$ cat config.mk
export PLATFORM = sky130hd
export DESIGN_NAME = gpio_multibank
export DESIGN_NICKNAME = d
export VERILOG_FILES = /design/src/rtl/gpio_bank_pkg.sv /design/src/rtl/gpio_pin_sync.sv /design/src/rtl/gpio_bank_unit.sv /design/src/rtl/gpio_irq_reduce.sv /design/src/rtl/gpio_multibank.sv
export SDC_FILE = /design/constraint.sdc
export NUM_CORES = 1
export LEC_CHECK = 0
export BUFFER_PORTS_ARGS = -buffer_cell sky130_fd_sc_hd__buf_4
export CELL_PAD_IN_SITES_DETAIL_PLACEMENT = 0
export CELL_PAD_IN_SITES_GLOBAL_PLACEMENT = 1
export CORE_MARGIN = 3
export CORE_UTILIZATION = 44
export DETAILED_ROUTE_END_ITERATION = 8
export PLACE_DENSITY_LB_ADDON = 0.25
export SETUP_SLACK_MARGIN = 0.3
export SYNTH_ARGS = -nofsm -noshare
export SYNTH_HDL_FRONTEND = slang
export SYNTH_HIERARCHICAL = 1
export SYNTH_SLANG_ARGS = --single-unit
$ cat constraint.sdc
create_clock -name clk -period 3.1 [get_ports clk]
set_clock_uncertainty 0.05 [all_clocks]
set_input_delay 0.62 -clock clk [delete_from_list [all_inputs] [get_ports clk]]
set_output_delay 0.62 -clock clk [all_outputs]
set_load 0.005 [all_outputs]
$ cat src/rtl/gpio_bank_pkg.sv
package gpio_bank_pkg;

  localparam int unsigned LINES_MAX = 32;
  localparam int unsigned REG_IDX_W = 3;

  typedef enum logic [REG_IDX_W-1:0] {
    RS_OPEN_DRAIN = 3'd0,
    RS_DATA       = 3'd1,
    RS_DIR        = 3'd2,
    RS_EDGE_POL   = 3'd3,
    RS_ANY_EDGE   = 3'd4,
    RS_MASK       = 3'd5,
    RS_LEVEL      = 3'd6,
    RS_STATUS     = 3'd7
  } regsel_e;

  // Ones in the bit positions a bank of the given width actually has.
  function automatic logic [LINES_MAX-1:0] line_mask(input int unsigned w);
    if (w >= LINES_MAX) return '1;
    return (32'd1 << w) - 32'd1;
  endfunction

  // Per-line trigger decision from the three configuration planes.
  function automatic logic [LINES_MAX-1:0] line_event(
    input logic [LINES_MAX-1:0] lvl,
    input logic [LINES_MAX-1:0] pol,
    input logic [LINES_MAX-1:0] any,
    input logic [LINES_MAX-1:0] cur,
    input logic [LINES_MAX-1:0] prev
  );
    logic [LINES_MAX-1:0] lvl_hit, rise, fall, edge_hit;
    lvl_hit  = (cur & pol) | (~cur & ~pol);
    rise     = cur & ~prev;
    fall     = ~cur & prev;
    edge_hit = (any & (rise | fall)) | (~any & ((pol & rise) | (~pol & fall)));
    return (lvl & lvl_hit) | (~lvl & edge_hit);
  endfunction

  // Value seen on a data-register read: pad for inputs, register for outputs.
  function automatic logic [LINES_MAX-1:0] data_view(
    input logic [LINES_MAX-1:0] dir,
    input logic [LINES_MAX-1:0] pad,
    input logic [LINES_MAX-1:0] dout
  );
    return (dir & pad) | (~dir & dout);
  endfunction

endpackage

$ cat src/rtl/gpio_pin_sync.sv
module gpio_pin_sync #(
  parameter int unsigned WIDTH = 32
) (
  input  logic             clk,
  input  logic             rst_n,
  input  logic [WIDTH-1:0] pad_i,
  output logic [WIDTH-1:0] cur_o,
  output logic [WIDTH-1:0] prev_o
);
  logic [WIDTH-1:0] meta_q, cur_q, prev_q;

  always_ff @(posedge clk or negedge rst_n) begin
    if (!rst_n) begin
      meta_q <= '0;
      cur_q  <= '0;
      prev_q <= '0;
    end else begin
      meta_q <= pad_i;
      cur_q  <= meta_q;
      prev_q <= cur_q;
    end
  end

  assign cur_o  = cur_q;
  assign prev_o = prev_q;
endmodule

$ cat src/rtl/gpio_bank_unit.sv
module gpio_bank_unit
  import gpio_bank_pkg::*;
#(
  parameter int unsigned LINES = 32
) (
  input  logic                 clk,
  input  logic                 rst_n,
  input  logic                 wr_en,
  input  logic [REG_IDX_W-1:0] reg_idx,
  input  logic [31:0]          wr_data,
  output logic [31:0]          rd_data,
  input  logic [31:0]          pad_i,
  output logic [31:0]          pad_o,
  output logic [31:0]          pad_oe,
  output logic [31:0]          stat_o,
  output logic [31:0]          mask_o,
  output logic [31:0]          evt_o,
  output logic [31:0]          clr_o,
  output logic [31:0]          od_o
);
  localparam logic [31:0] VMASK = line_mask(LINES);

  logic [31:0] od_q, dout_q, dir_q, pol_q, any_q, mask_q, lvl_q, stat_q;
  logic [31:0] cur, prev, evt, clr, wval;

  gpio_pin_sync #(.WIDTH(32)) u_sync (
    .clk   (clk),
    .rst_n (rst_n),
    .pad_i (pad_i & VMASK),
    .cur_o (cur),
    .prev_o(prev)
  );

  assign wval = wr_data & VMASK;
  assign evt  = line_event(lvl_q, pol_q, any_q, cur, prev) & VMASK;
  assign clr  = (wr_en && reg_idx == RS_STATUS) ? wval : '0;

  always_ff @(posedge clk or negedge rst_n) begin
    if (!rst_n) begin
      od_q   <= '0;
      dout_q <= '0;
      dir_q  <= VMASK;
      pol_q  <= '0;
      any_q  <= '0;
      mask_q <= '0;
      lvl_q  <= '0;
    end else if (wr_en) begin
      case (reg_idx)
        RS_OPEN_DRAIN: od_q   <= wval;
        RS_DATA:       dout_q <= wval;
        RS_DIR:        dir_q  <= wval;
        RS_EDGE_POL:   pol_q  <= wval;
        RS_ANY_EDGE:   any_q  <= wval;
        RS_MASK:       mask_q <= wval;
        RS_LEVEL:      lvl_q  <= wval;
        default:       ;
      endcase
    end
  end

  // Set has priority over a same-edge clear.
  always_ff @(posedge clk or negedge rst_n) begin
    if (!rst_n) stat_q <= '0;
    else        stat_q <= (stat_q & ~clr) | evt;
  end

  always_comb begin
    case (reg_idx)
      RS_OPEN_DRAIN: rd_data = od_q;
      RS_DATA:       rd_data = data_view(dir_q, cur, dout_q) & VMASK;
      RS_DIR:        rd_data = dir_q;
      RS_EDGE_POL:   rd_data = pol_q;
      RS_ANY_EDGE:   rd_data = any_q;
      RS_MASK:       rd_data = mask_q;
      RS_LEVEL:      rd_data = lvl_q;
      default:       rd_data = stat_q;
    endcase
  end

  assign pad_o  = dout_q & ~od_q;
  assign pad_oe = VMASK & ~dir_q & ~(od_q & dout_q);
  assign stat_o = stat_q;
  assign mask_o = mask_q;
  assign evt_o  = evt;
  assign clr_o  = clr;
  assign od_o   = od_q;
endmodule

$ cat src/rtl/gpio_irq_reduce.sv
module gpio_irq_reduce #(
  parameter int unsigned NB = 2
) (
  input  logic [NB*32-1:0] stat_i,
  input  logic [NB*32-1:0] mask_i,
  output logic             irq_o
);
  logic [NB-1:0] part;

  for (genvar b = 0; b < NB; b++) begin : g_part
    assign part[b] = |(stat_i[b*32 +: 32] & mask_i[b*32 +: 32]);
  end

  assign irq_o = |part;
endmodule

$ cat src/rtl/gpio_multibank.sv
module gpio_multibank
  import gpio_bank_pkg::*;
#(
  parameter int unsigned        NUM_BANKS = 2,
  parameter int unsigned        ADDR_W    = 8,
  parameter logic [NUM_BANKS*6-1:0] BANK_WIDTHS = {6'd20, 6'd32}
) (
  input  logic                    clk,
  input  logic                    rst_n,
  input  logic                    bus_we,
  input  logic [ADDR_W-1:0]       bus_addr,
  input  logic [31:0]             bus_wdata,
  output logic [31:0]             bus_rdata,
  input  logic [NUM_BANKS*32-1:0] pin_in,
  output logic [NUM_BANKS*32-1:0] pin_out,
  output logic [NUM_BANKS*32-1:0] pin_oe,
  output logic                    irq_out
);
  localparam int unsigned LW     = NUM_BANKS * 32;
  localparam int unsigned BSEL_W = ADDR_W - 5;

  logic [BSEL_W-1:0]    bank_idx;
  logic [REG_IDX_W-1:0] reg_idx;
  logic                 unused_addr_lsb;
  logic [31:0]          rd_bank [NUM_BANKS];

  // Named internal events, observed by the bound checker.
  logic [LW-1:0] evt_vec, stat_vec, mask_vec, clr_vec, od_vec, valid_vec;

  assign bank_idx        = bus_addr[ADDR_W-1:5];
  assign reg_idx         = bus_addr[4:2];
  assign unused_addr_lsb = ^bus_addr[1:0];

  for (genvar b = 0; b < NUM_BANKS; b++) begin : g_bank
    localparam int unsigned W = int'(BANK_WIDTHS[b*6 +: 6]);
    logic sel;
    assign sel = (bank_idx == BSEL_W'(b));
    assign valid_vec[b*32 +: 32] = line_mask(W);

    gpio_bank_unit #(.LINES(W)) u_bank (
      .clk    (clk),
      .rst_n  (rst_n),
      .wr_en  (bus_we & sel),
      .reg_idx(reg_idx),
      .wr_data(bus_wdata),
      .rd_data(rd_bank[b]),
      .pad_i  (pin_in[b*32 +: 32]),
      .pad_o  (pin_out[b*32 +: 32]),
      .pad_oe (pin_oe[b*32 +: 32]),
      .stat_o (stat_vec[b*32 +: 32]),
      .mask_o (mask_vec[b*32 +: 32]),
      .evt_o  (evt_vec[b*32 +: 32]),
      .clr_o  (clr_vec[b*32 +: 32]),
      .od_o   (od_vec[b*32 +: 32])
    );
  end

  always_comb begin
    bus_rdata = '0;
    for (int b = 0; b < NUM_BANKS; b++) begin
      if (bank_idx == BSEL_W'(b)) bus_rdata = rd_bank[b];
    end
  end

  gpio_irq_reduce #(.NB(NUM_BANKS)) u_irq (
    .stat_i(stat_vec),
    .mask_i(mask_vec),
    .irq_o (irq_out)
  );
endmodule

==> results.sh <==
export IMPL_status="finished, violations left"
export IMPL_failed_checks="setup timing"
export IMPL_ir_drop_v=0.000370
export IMPL_worstSetupPathType="reg2out"
export IMPL_fillers=5353
export IMPL_cts_max_level=3
export IMPL_power_density_mw_per_mm2=568
export IMPL_synth_area_mm2=0.0290
export IMPL_dr_pass1_iters=5
export IMPL_drv_slew=0
export IMPL_route_met2_wl_um=43500
export IMPL_holdWs_ns=0.0542
export IMPL_antenna_found_initial=2
export IMPL_cts_tree="built"
export IMPL_drive_above_1_share_pct=40.9
export IMPL_slew_limit_headroom_pct=60.3
export IMPL_die_h_um=263
export IMPL_area_growth_pct=26.7
export IMPL_end_kind="primary output"
export IMPL_gp_congestion=0.860
export IMPL_rsz0062_at_grt="yes"
export IMPL_switching_share_pct=27.8
export IMPL_port_buffer_count=229
export IMPL_synth_cells=2461
export IMPL_ant_nets=0
export IMPL_min_period_ns=3.18
export IMPL_arrival_ns=2.51
export IMPL_power_internal_mw=15.1
export IMPL_routed_wl_um=92100
export IMPL_die_w_um=263
export IMPL_cp_num_buf_inv=1
export IMPL_initial_core_util_pct=44.7
export IMPL_wire_per_inst_um=24.3
export IMPL_avgViaCountPerCell=5.63
export IMPL_root_buffer="clkbuf_16"
export IMPL_ys_warn_count=6
export IMPL_clk_pin_slew_ns=0.06
export IMPL_setup_viol=1
export IMPL_top_layer_used="met4"
export IMPL_drc=0
export IMPL_fin_ws_ns=-0.0775
export IMPL_via_count=21400
export IMPL_multi_input_area_mm2=0.0143
export IMPL_critical_path_required_ns=2.43
export IMPL_cap_violations=0
export IMPL_start_kind="flip-flop"
export IMPL_switching_power_mw=5.80
export IMPL_die_area_mm2=0.0690
export IMPL_nets=3096
export IMPL_grt_pass1_wl_um=139000
export IMPL_hp_class="in2reg"
export IMPL_seq_area_mm2=0.0144
export IMPL_place_hpwl_um=62800
export IMPL_worstPathCellList="a22o_1 > a221oi_4 > nand4_1 > or4_4 > buf_6"
export IMPL_cts_buffer_depth=3
export IMPL_wl_met3_um=6650
export IMPL_cp_max_fo=3
export IMPL_worstSkewPairLatency_ns=0.61
export IMPL_first_iter_violations=1861
export IMPL_overflow=0
export IMPL_grt_max_degree=86
export IMPL_track_usage_pct=26.3
export IMPL_tightest_slew_ns=0.595
export IMPL_diodes=0
export IMPL_seq_power_share_pct=43.7
export IMPL_finalCritPeriodShare_pct=103
export IMPL_core_area_mm2=0.0648
export IMPL_hold_viol_final=0
export IMPL_avgSynthCellArea_um2=11.8
export IMPL_max_freq_mhz=315
export IMPL_rows=93
export IMPL_clkPwrFrac_pct=37.9
export IMPL_p_leak_nw=16.7
export IMPL_p_comb_share_pct=18.3
export IMPL_grt_pass1_vias=22000
export IMPL_slowest_delay_ns=0.56
export IMPL_numClockSinks=572
export IMPL_io_pins=268
export IMPL_final_setup_tns_ns=-0.0775
export IMPL_cts_buffers=66
export IMPL_slowest_stage="or4_4"
export IMPL_path_delay_family="simple AND/OR/NAND/NOR gates"
export IMPL_wl_met1_um=39400
## flip-flops by register name, indices dropped and copies added (netlist names)
signal,count
g_bank.u_bank/u_sync/cur_o,52
g_bank.u_bank/any_q,52
g_bank.u_bank/od_o,52
g_bank.u_bank/dout_q,52
g_bank.u_bank/u_sync/meta_q,52
g_bank.u_bank/mask_o,52
g_bank.u_bank/lvl_q,52
g_bank.u_bank/stat_o,52
g_bank.u_bank/u_sync/prev_o,52
g_bank.u_bank/dir_q,52
g_bank.u_bank/pol_q,52
## final cells by class
type / count / share of cell area, %
well taps: 855 / 2.91
clock buffers: 92 / 5.28
multi-input cells: 1672 / 38.9
repair buffers: 468 / 12.0
inverters: 105 / 1.07
flip-flops and latches: 572 / 39.1
clock inverters: 27 / 0.712
## power by group through the flow
stage / combinational (mW) / sequential, mW / clock (mW)
3_5_place_dp: 3.30 / 9.23 / 0
6_report: 3.83 / 9.13 / 7.92
2_1_floorplan: 1.93 / 8.95 / 0
5_1_grt: 4.13 / 9.24 / 8.43
3_3_place_gp: 3.23 / 9.19 / 0
4_1_cts: 3.71 / 9.10 / 8.11
## layer usage
layer / vias to the layer above / global-route usage [%]
li1: 9469 / -
met1: 11000 / 35.6
met2: 749 / 42.7
met3: 146 / 5.21
met4: 0 / 8.24
met5: - / 0
## what timing repair did
action                                  CTS  global route
hold endpoints to repair                 34             0
setup buffers                            51            16
gates cloned                              8             0
endpoints found under the setup margin   33            33
pin swaps                                81            44
hold buffers                              1             0
resized for setup                       234            78
## per-stage QoR
step           cells  total power, mW  setup slack (ns)  utilization [%]  area [um^2]
2_1_floorplan   2520             10.9             0.524                -        29200
3_3_place_gp    3596             12.4            -0.230             50.2        32500
3_5_place_dp    3596             12.5            -0.223             50.2        32500
4_1_cts         3775             20.9           -0.0462             56.0        36300
5_1_grt         3791             21.8           -0.0862             56.7        36800
6_report        3791             20.9           -0.0775             56.7        36800
## final timing paths
path,to,cells after the start,slack (ns),start
max in group asynchronous,g_bank[0].u_bank/dir_q[12]$_DFFE_PN1P_,4,1.58,rst_n
max,irq_out,5,-0.08,g_bank[0].u_bank/stat_o[22]$_DFF_PN0_
min in group asynchronous,g_bank[1].u_bank/u_sync/meta_q[8]$_DFF_PN0_,2,0.50,rst_n
max reg2reg,g_bank[0].u_bank/stat_o[1]$_DFF_PN0_,6,1.38,g_bank[0].u_bank/u_sync/cur_o[1]$_DFF_PN0_
min reg2reg,g_bank[1].u_bank/u_sync/cur_o[15]$_DFF_PN0_,0,0.29,g_bank[1].u_bank/u_sync/meta_q[15]$_DFF_PN0_
min,g_bank[0].u_bank/u_sync/meta_q[18]$_DFF_PN0_,1,0.05,pin_in[18]
## layout by cell type (no fill, tap or decap), types with 51 or more instances in the layout
cell type,n
a21o_1,52
a21oi_1,69
buf_4,374
clkbuf_16,68
conb_1,60
dfrtp_1,518
dfstp_2,52
ha_1,104
inv_1,105
mux2_1,63
mux2_2,384
mux2i_1,70
nand2_1,180
nor2_1,107
nor2b_1,54
o21ai_0,120
xnor2_1,51
No activity file was read; power rests on OpenSTA's default activity.
